$ cat config.mk
export PLATFORM = sky130hd
export DESIGN_NAME = mxdram_ctrl
export DESIGN_NICKNAME = d
export VERILOG_FILES = /design/src/rtl/mxdram_pkg.sv /design/src/rtl/mxdram_seq.sv /design/src/rtl/mxdram_datapath.sv /design/src/rtl/mxdram_ctrl.sv
export SDC_FILE = /design/constraint.sdc
export NUM_CORES = 1
export LEC_CHECK = 0
export BUFFER_PORTS_ARGS = -buffer_cell sky130_fd_sc_hd__buf_2
export CAP_MARGIN = 30
export CELL_PAD_IN_SITES_DETAIL_PLACEMENT = 0
export CELL_PAD_IN_SITES_GLOBAL_PLACEMENT = 1
export CORE_MARGIN = 5
export CORE_UTILIZATION = 30
export DETAILED_ROUTE_END_ITERATION = 10
export PLACE_DENSITY = 0.64
export SKIP_LAST_GASP = 1
export SYNTH_ARGS = -nofsm -noshare
export SYNTH_HDL_FRONTEND = slang
export SYNTH_SLANG_ARGS = --single-unit
$ cat constraint.sdc
create_clock -name clk -period 2.4 [get_ports clk]
set_input_delay 0.48 -clock clk [delete_from_list [all_inputs] [get_ports clk]]
set_output_delay 0.48 -clock clk [all_outputs]
set_load 0.005 [all_outputs]
$ cat src/rtl/mxdram_pkg.sv
package mxdram_pkg;

  // Strobes from the sequencer to the datapath
  typedef struct packed {
    logic accept;      // latch the host request
    logic selCol;      // put the column half on the pins
    logic selRef;      // put the refresh row on the pins
    logic driveData;   // drive write data onto the bus
    logic capture;     // sample read data this edge
    logic refAdvance;  // step the refresh row counter
  } dpCtrl_t;

  typedef enum logic [2:0] {
    ST_IDLE, ST_ROW, ST_RAS, ST_COL, ST_CAS, ST_PRE, ST_RROW, ST_RRAS
  } seqState_t;

endpackage

$ cat src/rtl/mxdram_seq.sv
module mxdram_seq
  import mxdram_pkg::*;
#(
  parameter int READ_LAT       = 2,
  parameter int REF_HOLD       = 2,
  parameter int REFRESH_PERIOD = 780
) (
  input  logic    clk,
  input  logic    rstN,
  input  logic    reqValid,
  input  logic    reqWrite,
  output logic    reqReady,
  output dpCtrl_t ctl,
  output logic    rasN,
  output logic    casN,
  output logic    ceN,
  output logic    oeN,
  output logic    weN
);

  localparam int MAXHOLD = (READ_LAT > REF_HOLD) ? READ_LAT : REF_HOLD;
  localparam int CW      = $clog2(MAXHOLD + 1);
  localparam int TW      = $clog2(REFRESH_PERIOD + 1);

  seqState_t state, stateNxt;
  logic [CW-1:0] cnt;
  logic [TW-1:0] refTimer;
  logic refPending;
  logic isWrite;
  logic lastRead, lastRef;

  assign lastRead = (cnt == CW'(READ_LAT - 1));
  assign lastRef  = (cnt == CW'(REF_HOLD - 1));

  // Refresh timer: sticky pending flag, cleared when the refresh starts
  always_ff @(posedge clk or negedge rstN) begin
    if (!rstN) begin
      refTimer   <= '0;
      refPending <= 1'b0;
    end else begin
      if (refTimer == TW'(REFRESH_PERIOD - 1)) begin
        refTimer   <= '0;
        refPending <= 1'b1;
      end else begin
        refTimer <= refTimer + 1'b1;
        if (state == ST_IDLE && refPending) refPending <= 1'b0;
      end
    end
  end

  always_comb begin
    stateNxt = state;
    unique case (state)
      ST_IDLE: begin
        if (refPending)    stateNxt = ST_RROW;
        else if (reqValid) stateNxt = ST_ROW;
      end
      ST_ROW:  stateNxt = ST_RAS;
      ST_RAS:  stateNxt = ST_COL;
      ST_COL:  stateNxt = ST_CAS;
      ST_CAS:  if (isWrite || lastRead) stateNxt = ST_PRE;
      ST_PRE:  stateNxt = ST_IDLE;
      ST_RROW: stateNxt = ST_RRAS;
      ST_RRAS: if (lastRef) stateNxt = ST_PRE;
      default: stateNxt = ST_IDLE;
    endcase
  end

  always_ff @(posedge clk or negedge rstN) begin
    if (!rstN) begin
      state   <= ST_IDLE;
      cnt     <= '0;
      isWrite <= 1'b0;
    end else begin
      state <= stateNxt;
      if (ctl.accept) isWrite <= reqWrite;
      if (state != stateNxt) cnt <= '0;
      else                   cnt <= cnt + 1'b1;
    end
  end

  logic hostCol, rasLow;
  assign hostCol = (state == ST_COL) || (state == ST_CAS);
  assign rasLow  = (state == ST_RAS) || hostCol || (state == ST_RRAS);

  assign reqReady = (state == ST_IDLE) && !refPending;
  assign ceN      = (state == ST_IDLE);
  assign rasN     = !rasLow;
  assign casN     = (state != ST_CAS);
  assign weN      = !(isWrite && hostCol);
  assign oeN      = !(!isWrite && state == ST_CAS);

  always_comb begin
    ctl            = '0;
    ctl.accept     = reqReady && reqValid;
    ctl.selCol     = hostCol;
    ctl.selRef     = (state == ST_RROW) || (state == ST_RRAS);
    ctl.driveData  = isWrite && hostCol;
    ctl.capture    = (state == ST_CAS) && !isWrite && lastRead;
    ctl.refAdvance = (state == ST_RRAS) && lastRef;
  end

  // column strobe only inside a row-strobe window
  p_cas_inside_ras_r2: assert property (@(posedge clk) disable iff (!rstN)
    !casN |-> !rasN);
  // write enable already low the cycle before the column strobe falls
  p_we_before_cas_r3: assert property (@(posedge clk) disable iff (!rstN)
    ($fell(casN) && !weN) |-> $past(!weN));
  // output enable only while the column strobe is low
  p_oe_in_cas_r4: assert property (@(posedge clk) disable iff (!rstN)
    !oeN |-> !casN);
  // no second acceptance straight after one
  p_ready_drops_r5: assert property (@(posedge clk) disable iff (!rstN)
    (reqValid && reqReady) |=> !reqReady);
  // refresh cycles keep the column, write and output strobes idle
  p_ref_ras_only_r6: assert property (@(posedge clk) disable iff (!rstN)
    ctl.selRef |-> (casN && weN && oeN));
  // host never sees ready while the row strobe is low
  p_busy_in_ras_r8: assert property (@(posedge clk) disable iff (!rstN)
    !rasN |-> !reqReady);
  // chip enable covers every row-strobe cycle
  p_ce_cover_r9: assert property (@(posedge clk) disable iff (!rstN)
    !rasN |-> !ceN);

endmodule

$ cat src/rtl/mxdram_datapath.sv
module mxdram_datapath
  import mxdram_pkg::*;
#(
  parameter int ROW_BITS  = 11,
  parameter int COL_BITS  = 11,
  parameter int DATA_BITS = 4
) (
  input  logic                          clk,
  input  logic                          rstN,
  input  dpCtrl_t                       ctl,
  input  logic [ROW_BITS+COL_BITS-1:0]  reqAddr,
  input  logic [DATA_BITS-1:0]          reqWdata,
  output logic [(ROW_BITS > COL_BITS ? ROW_BITS : COL_BITS)-1:0] memAddr,
  output logic [DATA_BITS-1:0]          memDqOut,
  output logic                          memDqDrive,
  input  logic [DATA_BITS-1:0]          memDqIn,
  output logic [DATA_BITS-1:0]          rdData,
  output logic                          rdValid
);

  localparam int AW   = ROW_BITS + COL_BITS;
  localparam int PINS = (ROW_BITS > COL_BITS) ? ROW_BITS : COL_BITS;

  logic [AW-1:0]        addrQ;
  logic [DATA_BITS-1:0] wdataQ;
  logic [ROW_BITS-1:0]  refRow;
  logic [PINS-1:0]      rowPins, colPins, refPins;

  assign rowPins = PINS'(addrQ[AW-1:COL_BITS]);
  assign colPins = PINS'(addrQ[COL_BITS-1:0]);
  assign refPins = PINS'(refRow);

  always_ff @(posedge clk or negedge rstN) begin
    if (!rstN) begin
      addrQ   <= '0;
      wdataQ  <= '0;
      refRow  <= '0;
      rdData  <= '0;
      rdValid <= 1'b0;
    end else begin
      if (ctl.accept) begin
        addrQ  <= reqAddr;
        wdataQ <= reqWdata;
      end
      if (ctl.refAdvance) refRow <= refRow + 1'b1;
      if (ctl.capture) rdData <= memDqIn;
      rdValid <= ctl.capture;
    end
  end

  always_comb begin
    if (ctl.selRef)      memAddr = refPins;
    else if (ctl.selCol) memAddr = colPins;
    else                 memAddr = rowPins;
  end

  assign memDqOut   = wdataQ;
  assign memDqDrive = ctl.driveData;

  // read data valid is a single-cycle pulse
  p_rdvalid_pulse_r4: assert property (@(posedge clk) disable iff (!rstN)
    rdValid |=> !rdValid);

endmodule

$ cat src/rtl/mxdram_ctrl.sv
module mxdram_ctrl
  import mxdram_pkg::*;
#(
  parameter int ROW_BITS       = 11,
  parameter int COL_BITS       = 11,
  parameter int DATA_BITS      = 4,
  parameter int READ_LAT       = 2,
  parameter int REF_HOLD       = 2,
  parameter int REFRESH_PERIOD = 780
) (
  input  logic                         clk,
  input  logic                         rstN,
  input  logic                         reqValid,
  output logic                         reqReady,
  input  logic                         reqWrite,
  input  logic [ROW_BITS+COL_BITS-1:0] reqAddr,
  input  logic [DATA_BITS-1:0]         reqWdata,
  output logic [DATA_BITS-1:0]         rdData,
  output logic                         rdValid,
  output logic [(ROW_BITS > COL_BITS ? ROW_BITS : COL_BITS)-1:0] memAddr,
  output logic                         memRasN,
  output logic                         memCasN,
  output logic                         memCeN,
  output logic                         memOeN,
  output logic                         memWeN,
  output logic [DATA_BITS-1:0]         memDqOut,
  output logic                         memDqDrive,
  input  logic [DATA_BITS-1:0]         memDqIn
);

  dpCtrl_t ctl;

  mxdram_seq #(
    .READ_LAT(READ_LAT), .REF_HOLD(REF_HOLD), .REFRESH_PERIOD(REFRESH_PERIOD)
  ) u_seq (
    .clk(clk), .rstN(rstN), .reqValid(reqValid), .reqWrite(reqWrite),
    .reqReady(reqReady), .ctl(ctl), .rasN(memRasN), .casN(memCasN),
    .ceN(memCeN), .oeN(memOeN), .weN(memWeN)
  );

  mxdram_datapath #(
    .ROW_BITS(ROW_BITS), .COL_BITS(COL_BITS), .DATA_BITS(DATA_BITS)
  ) u_dp (
    .clk(clk), .rstN(rstN), .ctl(ctl), .reqAddr(reqAddr), .reqWdata(reqWdata),
    .memAddr(memAddr), .memDqOut(memDqOut), .memDqDrive(memDqDrive),
    .memDqIn(memDqIn), .rdData(rdData), .rdValid(rdValid)
  );

endmodule

---- Yosys cells after proc, flatten, opt, wreduce, memory -nomap -nowiden ----
Index checks and enable logic that the tools add are counted.
storage, ports and cells
  ROM bits ................................ 0
  logic and storage cells ................. 54
  memories ................................ 0
  latch bits .............................. 0
  output and inout bits ................... 27
  bits in registers ....................... 59
  input port bits ......................... 34
  memory bits (writable) .................. 0
operators by class
  multiplexer cells ....................... 11
  add/sub/neg operators ................... 3
  div/mod/pow operators ................... 0
  multipliers ............................. 0
  reduce and logical (&&, ||, !) cells .... 19
  bitwise gates (word level) .............. 0
  shift-type cells ........................ 0
  eq/ne operators ......................... 11
  magnitude comparators ................... 0
operators by type and width
  kind                                            count
  case mux 3 bit (8 select lines)                 1
  two-way mux 11 bit                              2
  == test 3 bit (second input constant)           4
  two-way mux 3 bit                               4
  adder 11 x 1 -> 11 bit (second input constant)  1
  adder 10 x 1 -> 10 bit (second input constant)  1
  == test 10 bit (second input constant)          1
  two-way mux 10 bit                              1
  logical AND 1 bit                               7
  == test 3 x 2 -> 1 bit (second input constant)  2
  zero test 1 bit                                 5
  logical OR 1 bit                                5
  == test 3 x 1 -> 1 bit (second input constant)  1
  zero test 3 bit                                 1
  inequality test 3 bit                           1
  inequality test 3 bit (second input constant)   1
  adder 2 x 1 -> 2 bit (second input constant)    1
  == test 2 x 1 -> 1 bit (second input constant)  1
  two-way mux 1 bit                               2
  two-way mux 2 bit                               1
  nonzero test 2 bit                              1

---- Depth between registers and ports, before layout ----
Gate-level depths: netlist of the first run.
  depth after elaboration ................. 6
  gate-level depth with buffers ........... 6
  gate-level depth less buffers ........... 5

---- Modules after synthesis ----
From an unflattened synthesis of the first run, not the netlist that was laid out.
unflattened totals
  cell total of the unflattened synthesis .. 235
  area, all modules ....................... 2775.2 um^2
by module, submodules not included
  module           area each (um^2)  cells each  times used  sequential area each (um^2)
  mxdram_datapath  1851.8            141         1           1051.0
  mxdram_seq       923.4             94          1           425.4

---- Least setup slack after synthesis of the first run ----
Ideal clock, no wire load.
  path type ............................... register to output
  from .................................... reg u_seq.state[0]
  to ...................................... out memAddr[0] (netlist bit)
  required time ........................... 1.920 ns
  arrival ................................. 1.332 ns
  path buffers ............................ 3
  path slack .............................. 0.588 ns
  cell stages (with the launch flop) ...... 7
  cell sequence ........................... dfrtp_1 -> buf_2 -> clkbuf_1 -> or2_2 -> clkbuf_1 -> nor2_1 -> a21oi_1
on the way
  longest elaborated chain between the ends .. 4
  elaborated cells between the ends (all ways) .. 8
  classes of those cells .................. eq/ne: 4; mux: 2; reduce/logical: 2
RTL lines
  what                                                            RTL line               source
  start: declaration                                              mxdram_seq.sv:25       seqState_t state, stateNxt;
  start signal: assignment                                        mxdram_seq.sv:75       state <= stateNxt;
  == test 3 x 2 -> 1 bit / == test 3 bit (equally long branches)  mxdram_seq.sv:83       assign hostCol = (state == ST_COL) || (state == ST_CAS);
  logical OR 1 bit                                                mxdram_seq.sv:83
  two-way mux 11 bit                                              mxdram_datapath.sv:53  else if (ctl.selCol) memAddr = colPins;
  two-way mux 11 bit *                                            mxdram_datapath.sv:52  if (ctl.selRef) memAddr = refPins;
  end: declaration                                                mxdram_ctrl.sv:20      output logic [(ROW_BITS > COL_BITS ? ROW_BITS : COL_BITS)-1:0] memAddr,
Mark *: on every way between the ends. The rest lies on a longest branch, timed or not.

---- Worst setup path after layout of the first run ----
  from .................................... reg u_seq.state[2]
  to ...................................... out memDqDrive
on the way
  longest elaborated chain between the ends .. 3
  elaborated cells between the ends (all ways) .. 4
  classes of those cells .................. eq/ne: 2; reduce/logical: 2
RTL lines
  what                                                            RTL line           source
  == test 3 x 2 -> 1 bit / == test 3 bit (equally long branches)  mxdram_seq.sv:83
  logical OR 1 bit *                                              mxdram_seq.sv:83
  logical AND 1 bit *                                             mxdram_seq.sv:98   ctl.driveData = isWrite && hostCol;
  end: declaration                                                mxdram_ctrl.sv:27  output logic memDqDrive,
Marked as above.

==> results of run 1 <==
sequential cells by signal, summed over array words and instances, names as in the netlist:
signal            count
u_seq.state           3
u_seq.refTimer       10
u_dp.refPins         11
u_dp.memDqOut         4
u_dp.rdData           4
u_seq.isWrite         1
u_seq.cnt             2
u_dp.addrQ           22
u_seq.refPending      1
u_dp.rdValid          1
stage by stage:
| stage | utilization, % | hold slack [ps] |
|---|---|---|
| after floorplan | - | 184 |
| after global placement | 34.8 | 442 |
| after detailed placement | 34.8 | 440 |
| after CTS | 37.5 | 156 |
| after global routing | 37.7 | 186 |
| final | 37.7 | 145 |
report_power, final:
group / internal (mW) / leakage (nW) / switching, mW / total (mW)
registers: 1.32 / 0.735 / 0.307 / 1.63
clock network: 0.698 / 0.122 / 0.396 / 1.09
logic: 0.879 / 0.755 / 0.873 / 1.75
total: 2.90 / 1.61 / 1.58 / 4.47
cells in the mapped netlist (2+ instances only):
library cell | n | area share (%)
dfrtp_1 | 59 | 51
mux2_2 | 31 | 12
nor2_1 | 20 | 2.6
nand2b_1 | 15 | 3.2
a21oi_1 | 14 | 2.4
nand2_1 | 12 | 1.5
o221ai_1 | 11 | 3.3
o311ai_0 | 11 | 3.3
xor2_1 | 9 | 2.7
clkbuf_1 | 8 | 1.0
inv_1 | 8 | 1.0
xnor2_1 | 8 | 2.4
nand4_1 | 7 | 1.5
nand3_1 | 5 | 0.86
o21ai_0 | 5 | 0.86
nor4_1 | 4 | 0.86
buf_6 | 3 | 1.2
ha_1 | 3 | 1.3
nor3_1 | 3 | 0.51
o21a_1 | 3 | 0.77
or3_1 | 3 | 0.64
a2111oi_2 | 2 | 1.0
a21o_1 | 2 | 0.51
buf_2 | 2 | 0.34
nor2b_1 | 2 | 0.43
or4_1 | 2 | 0.51
worst max path at each step:
stage / from / end / slack (ps) / cells past startpoint
5_1_grt: u_seq.state[2]$_DFF_PN0_ / memAddr[2] / 30 / 4
4_1_cts: u_seq.state[2]$_DFF_PN0_ / memAddr[8] / 50 / 4
2_1_floorplan: u_seq.state[0]$_DFF_PN0_ / memAddr[0] / 590 / 6
3_3_place_gp: u_seq.state[2]$_DFF_PN0_ / memAddr[8] / 310 / 4
6_report: u_seq.state[2]$_DFF_PN0_ / memDqDrive / 160 / 4
3_5_place_dp: u_seq.state[2]$_DFF_PN0_ / memAddr[8] / 250 / 4
repair_timing:
| action | 4_1_cts | 5_1_grt |
|---|---|---|
| hold buffers | 0 | 0 |
| endpoints found under the setup margin | 13 | 10 |
| cloned | 1 | 1 |
| resized for setup | 4 | 3 |
| buffers inserted | 0 | 1 |
layout make-up:
class	instances	area, um^2
clock buffers	13	179
clock inverters	3	67.6
fillers	1000	6000
inverters	9	37.5
multi-input cells	180	1330
flip-flops and latches	59	1480
well taps	133	166
repair buffers	66	358
repair inverters	2	15.0
critical path, stage by stage, from the launching register on:
cell and delay, ps:
dfrtp_4 570, nand2b_2 360, mux2i_1 220, and2_1 160
buf_2 110
per-layer routing:
metal  GRT usage, %  share of wire (%)  vias to the layer above
met2           19.9                 46                       53
li1               -                  -                     1085
met5              0                  0                        -
met1           17.4                 46                     1092
met3           4.38                6.5                        9
met4           5.41                1.8                        0
logic make-up (layout without fill, tap and decap cells):
family	after synthesis	in the layout	share of synthesized area (%)
buffers and inverters	24	93	4.07
AND/OR/NAND/NOR	78	78	14.1
adder cells (fa/ha/maj)	3	3	1.28
multiplexers	32	32	12.3
flip-flops	59	59	50.5
XOR/XNOR	17	17	5.09
AO/OA/AOI/OAI	50	50	12.7
==> results.cfg, run 1 <==
[status]
status = finished clean

[global_routing]
grt_antenna_before_repair = 0
overflow = 0
grt_max_degree = 36
grt_pass1_vias = 2343
grt.total_usage_pct = 13.2
grt_first_pass_wirelength_mm = 12.0

[logic_synthesis]
ys_seq_area_share_pct = 50.5
syn_area_per_cell_um2 = 11.1
ys_async_sr_fraction_pct = 100
syn_inst = 263
ys_types = 37
synth-edff-count = 0
ys_seq_elements = 59
ys.flop_type = dfrtp_1
syn_nets = 300
synthesis.area_um2 = 2920
yosys_warnings = 0

[route]
ant_nets = 0
wl_mm = 7.19
vias = 2239
drcViolationCount = 0
wl_per_cell_um = 15.5
viasPerCell = 4.82
drt_iter0_drc = 73
first_pass_iters = 4

[worst_setup_path]
critical_path_required_ps = 1920
r2r_setup_slack_ps = 560
cp_max_fo = 15
critPathLaunchType = flop
reg2reg_to = u_seq.cnt[1]$_DFF_PN0_
rr_worst_depth = 4
reg2reg_from = u_seq.cnt[0]$_DFF_PN0_
cp-end-kind = primary output
crit_type = flop to primary output
cp.arrival_ps = 1760

[placement]
dp_hpwl_mm = 5.01
globalplace.congestion = 0.743
dpl.cell_count = 446
io_buffers = 60
dpl-instance-area_um2 = 3350
pre_cts_ws_ps = 251

[sta]
rsz0062_at_grt = no
timing.final.ws_setup_ps = 159
max_freq_mhz = 446
clock_skew_ps = 6.56
worst_pin_slew_ps = 640
layout_min_cycle_time_ps = 2240
report.final.slew_viol_count = 0
slew_headroom_pct = 57.0
timing.final.crit_share_pct = 93.4
setup_viol = 0
hold_viol_final = 0
tns_ps = 0

[clock_tree]
cts_num_sinks = 59
cts_tree = done
clk_latency_ps = 330
cts_buffers = 9
cts_buffer_depth = 2
h-tree-depth = 3
cts_root_buf = clkbuf_8
clk_pin_slew_ps = 70

[power_and_ir_drop]
cellLeakagePower_nw = 1.61
p_total_mw = 4.47
p_per_area_nw_per_um2 = 1230
peakVddDrop_mv = 0.565

[hold_path]
hp-class = primary input to asynchronous set/reset pin

[finish]
drive_gt1_share_pct = 37.0
antennaDiodeCount = 0
fin_area_um2 = 3630
layout_common_cells = buf_2, dfrtp_1, mux2_2
nNetsFinal = 364
final_common_cell = buf_2
areaGrowthSynthToFinish_pct = 24.4
finalNonFillerCells = 465

[floorplanning]
coreArea_um2 = 9640
dieWidth_um = 109
die_y_um = 109
die-area_um2 = 11800
io_pins = 61
start_util_pct = 30.3
num_rows = 36

[run]
cap_viol_max_count = 0
Note: power is estimated with default switching activity, not from simulation.
==> inputs of run 2 (changes only) <==
--- a/config.mk
+++ b/config.mk
@@ -13,6 +13,7 @@
 export CORE_UTILIZATION = 30
 export DETAILED_ROUTE_END_ITERATION = 10
 export PLACE_DENSITY = 0.64
+export REMOVE_ABC_BUFFERS = 1
 export SKIP_LAST_GASP = 1
 export SYNTH_ARGS = -nofsm -noshare
 export SYNTH_HDL_FRONTEND = slang
==> run 2 against run 1 <==
Compared with the run above: worst hold slack got worse by 40 ps; final area decreased by 1.5%; utilization shrank 0.57 points; sequential share of layout area up 0.52 points; first-iteration DRC count down 16%; highest routed layer unchanged; clock skew is 3.5 ps lower; non-clock buffer count increased by 3; fmax rose by 0.85%; die area unchanged; largest power group unchanged; register-to-register slack got worse by 100 ps; clock power fell by 25%; sequential cell count did not move.
==> results.cfg, run 2 (synthesized netlist as in run 1, its figures left out) <==
[clock_tree]
clk_pin_slew_ps = 60
cts_buffers = 9
cts_root_buf = clkbuf_8
cts_num_sinks = 59
h-tree-depth = 3
clk_latency_ps = 330
cts_buffer_depth = 2
cts_tree = done
post_cts_buffers = 0

[global_routing]
grt.total_usage_pct = 12.3
top_usage_layer = met2
grt.met1_usage_pct = 16.5
grt_pass1_vias = 2312
grt_util_met3_pct = 5.27
grt_first_pass_wirelength_mm = 11.2
overflow = 0
grt_antenna_before_repair = 0
grt_max_degree = 41
grt_use_met2_pct = 17.8

[power_and_ir_drop]
p_per_area_nw_per_um2 = 1180
power_frac_comb_pct = 43.1
p_clk_share_pct = 19.3
switching_share_pct = 36.3
power_switching_mw = 1.53
p_total_mw = 4.21
peakVddDrop_mv = 0.430
cellLeakagePower_nw = 1.60
p_int_mw = 2.68
seqPwrFrac_pct = 37.6

[floorplanning]
dieWidth_um = 109
coreArea_um2 = 9640
num_rows = 36
die-area_um2 = 11800
start_util_pct = 30.3
io_pins = 61
die_y_um = 109

[worst_setup_path]
crit_chain = nand2b_2, buf_4, o221ai_1, a21oi_1, buf_2
cp.arrival_ps = 1740
crit_type = flop to primary output
critPathLaunchType = flop
crit_slowest_cell = dfrtp_2
critical_path_required_ps = 1920
cp-end-kind = primary output
cp_slowest_stage_delay_ps = 490
cp_max_fo = 13

[hold_path]
hp-class = primary input to asynchronous set/reset pin

[status]
status = finished clean

[sta]
layout_min_cycle_time_ps = 2220
report.final.slew_viol_count = 0
slew_headroom_pct = 50.0
timing.final.crit_share_pct = 92.6
rsz0062_at_grt = no
timing.final.ws_setup_ps = 178
max_freq_mhz = 450
whs_ps = 104
tns_ps = 0
clock_skew_ps = 3.04
setup_viol = 0
hold_viol_final = 0
worst_pin_slew_ps = 744

[placement]
globalplace.congestion = 0.752
pre_cts_ws_ps = 375
dpl.cell_count = 450
dp_hpwl_mm = 4.87
io_buffers = 60

[finish]
antennaDiodeCount = 0
finalNonFillerCells = 465
regMostFlops = u_dp.addrQ
nNetsFinal = 365
layout_common_cells = buf_2, dfrtp_1, mux2_2
final_common_cell = buf_2
drive_gt1_share_pct = 36.7
largest_reg_flops = 22
areaGrowthSynthToFinish_pct = 22.5

[route]
drt_iter0_drc = 61
wl_mm = 6.78
ant_nets = 0
first_pass_iters = 4
drcViolationCount = 0
vias = 2241
viasPerCell = 4.82
wl_per_cell_um = 14.6

[run]
cap_viol_max_count = 0
## run 2: power groups by stage
stage | sequential (mW) | clock (mW) | combinational [mW]
final | 1.58 | 0.813 | 1.82
after global routing | 1.63 | 0.895 | 2.04
after CTS | 1.58 | 0.852 | 1.83
after detailed placement | 1.59 | 0 | 1.82
after global placement | 1.58 | 0 | 1.79
after floorplan | 1.58 | 0 | 1.04
## run 2: routing by layer
metal  part of all wire (%)  vias to the layer above
li1                       -                     1091
met1                     49                     1089
met2                     44                       59
met3                    6.7                        2
met4                   0.37                        0
met5                      0                        -
## run 2: metrics by stage
| step | util, % | area [um^2] |
|---|---|---|
| after floorplan | - | 2840 |
| after global placement | 35.1 | 3380 |
| after detailed placement | 35.1 | 3380 |
| after CTS | 37.0 | 3570 |
| after global routing | 37.1 | 3580 |
| final | 37.1 | 3580 |
## run 2: critical path: cells and delay by family, from the launching register on
kind	cells	cell delay [ps]
flops	1	490
simple gates	1	290
buf+inv	2	360
compound gates	2	270
## run 2: worst paths after layout
kind / startpoint / end / slack (ps) / depth (start not counted)
max: u_seq.state[2]$_DFF_PN0_ / memAddr[4] / 180 / 5
min: rstN / u_dp.addrQ[10]$_DFFE_PN0P_ / 100 / 1
max reg2reg: u_seq.state[0]$_DFF_PN0_ / u_seq.cnt[0]$_DFF_PN0_ / 460 / 4
min reg2reg: u_seq.cnt[0]$_DFF_PN0_ / u_seq.cnt[0]$_DFF_PN0_ / 440 / 1
max in group asynchronous: rstN / u_seq.state[2]$_DFF_PN0_ / 1700 / 2
min in group clk: reqWdata[2] / u_dp.memDqOut[2]$_DFFE_PN0P_ / 380 / 2
## run 2: final cells by class
cell class / instances / area [um^2]
inverter: 9 / 33.8
tap: 133 / 166
multi-input combinational: 180 / 1340
clock buffer: 13 / 169
sequential: 59 / 1480
clock inverter: 2 / 10.0
timing repair buffer: 69 / 384
fill: 1042 / 6060
## run 2: repair_timing
action                                  CTS  global route
resized for setup                         1             4
hold buffers                              0             0
endpoints found under the setup margin    4             9
==> inputs of run 3 (changes only) <==
==> constraint.sdc (replaced) <==
create_clock -name clk -period 2.4 [get_ports clk]
set_input_delay 0 -clock clk [delete_from_list [all_inputs] [get_ports clk]]
set_output_delay 0 -clock clk [all_outputs]
set_load 0.005 [all_outputs]
==> run 3 against run 2 <==
Compared with the run above: setup slack better by 120 ps; fmax up 5.9%; die area unchanged; critical endpoint is now memAddr[7]; highest routed layer unchanged.
==> results.cfg, run 3 (synthesized netlist as in run 1, its figures left out) <==
[global_routing]
top_usage_layer = met2
grt_use_met2_pct = 21.0
grt_util_met3_pct = 5.33
grt_antenna_before_repair = 0
grt_max_degree = 36
grt.total_usage_pct = 13.3
grt_pass1_vias = 2502
grt_first_pass_wirelength_mm = 12.2
overflow = 0
grt.met1_usage_pct = 17.2

[floorplanning]
coreArea_um2 = 9640
start_util_pct = 30.3
die_y_um = 109
die-area_um2 = 11800
num_rows = 36
dieWidth_um = 109
io_pins = 61

[finish]
final_common_cell = buf_2
nNetsFinal = 396
antennaDiodeCount = 0
regMostFlops = u_dp.addrQ
layout_common_cells = buf_2, dfrtp_1, dlygate4sd3_1
drive_gt1_share_pct = 32.0
largest_reg_flops = 22
areaGrowthSynthToFinish_pct = 33.0

[worst_setup_path]
crit_path_end = memAddr[7]
critPathTopFamily = buffers and inverters
cp.arrival_ps = 2100
cp_slowest_stage_delay_ps = 540
crit_slowest_cell = dfrtp_1
cp_max_fo = 11
cp_common_cell = buf_4
crit_type = flop to primary output
reg2reg_from = u_seq.cnt[0]$_DFF_PN0_
cp-end-kind = primary output
critPathLaunchType = flop
path_buf_inv = 4
crit_chain = buf_4, clkinv_1, buf_4, o311ai_0, a21oi_1, buf_2
r2r_setup_slack_ps = 530
cp-startpoint = u_seq.state[1]$_DFF_PN0_
rr_worst_depth = 4
reg2reg_to = u_seq.cnt[1]$_DFF_PN0_
cp.depth = 6
critical_path_required_ps = 2400

[sta]
setup_viol = 0
worst_pin_slew_ps = 728
timing.final.crit_share_pct = 87.4
layout_min_cycle_time_ps = 2100
report.final.slew_viol_count = 0
tns_ps = 0
slew_headroom_pct = 51.4
max_freq_mhz = 476
clock_skew_ps = 7.39
rsz0062_at_grt = no
hold_viol_final = 0
timing.final.ws_setup_ps = 301

[placement]
io_buffers = 60
dp_hpwl_mm = 4.96
globalplace.congestion = 0.785
pre_cts_ws_ps = 530

[route]
wl_per_cell_um = 14.8
drt_iter0_drc = 95
ant_nets = 0
first_pass_iters = 4
drcViolationCount = 0
wl_mm = 7.31
vias = 2399
viasPerCell = 4.85

[clock_tree]
cts_root_buf = clkbuf_8
cts_resized = 0
h-tree-depth = 3
cts_num_sinks = 59
clk_latency_ps = 340
clk_pin_slew_ps = 60
cts_tree = done
cts_buffer_depth = 2
cts_buffers = 9

[hold_path]
hp-class = primary input to flop

[status]
status = finished clean

[power_and_ir_drop]
peakVddDrop_mv = 0.386
cellLeakagePower_nw = 1.74
p_per_area_nw_per_um2 = 1110

[run]
cap_viol_max_count = 0
-- run 3: final cells by class --
type | instances | area [um^2]
multi-input combinational | 180 | 1330
inverter | 9 | 33.8
timing repair buffer | 100 | 683
clock buffer | 12 | 165
sequential | 59 | 1480
fill | 981 | 5750
clock inverter | 2 | 35.0
tap | 133 | 166
-- run 3: worst min-delay path: stages --
cell	delay [ps]
buf_2	90
nand2b_1	100
nand2_1	130
a2111oi_2	80
-- run 3: through the flow --
stage               cells  power, mW  area [um^2]  hold WS [ps]  utilization [%]
detailed placement    448       3.39         3360          -209             34.8
finish                495       4.31         3890          99.1             40.3
floorplan             248       2.61         2840          -296                -
global route          495       4.67         3890           117             40.3
global placement      448       3.35         3360          -207             34.8
CTS                   495       4.39         3890          83.2             40.3
-- run 3: power by group --
group | switching, mW | leakage (nW) | total (mW) | internal, mW
clock | 0.384 | 0.104 | 0.936 | 0.551
sequential | 0.262 | 0.737 | 1.57 | 1.31
combinational | 0.897 | 0.897 | 1.80 | 0.903
total | 1.54 | 1.74 | 4.31 | 2.77
-- run 3: worst min-delay path by stage --
stage | slack [ps] | from | end | depth (start not counted)
3_5_place_dp | -210 | rstN | u_dp.addrQ[10]$_DFFE_PN0P_ | 1
2_1_floorplan | -300 | rstN | u_dp.addrQ[0]$_DFFE_PN0P_ | 0
6_report | 100 | reqValid | u_seq.cnt[1]$_DFF_PN0_ | 4
3_3_place_gp | -210 | rstN | u_dp.addrQ[10]$_DFFE_PN0P_ | 1
5_1_grt | 120 | reqValid | u_seq.cnt[0]$_DFF_PN0_ | 4
4_1_cts | 80 | reqValid | u_seq.cnt[1]$_DFF_PN0_ | 4
-- run 3: what timing repair did --
action | in CTS | in global routing
hold buffers | 33 | 0
setup buffers | 0 | 0
hold endpoints to repair | 90 | 0
endpoints found under the setup margin | 0 | 0
-- run 3: per-layer routing --
layer | share of wire, % | up-vias
li1 | - | 1148
met1 | 47 | 1180
met2 | 46 | 62
met5 | 0 | -
met3 | 5.7 | 9
met4 | 0.98 | 0
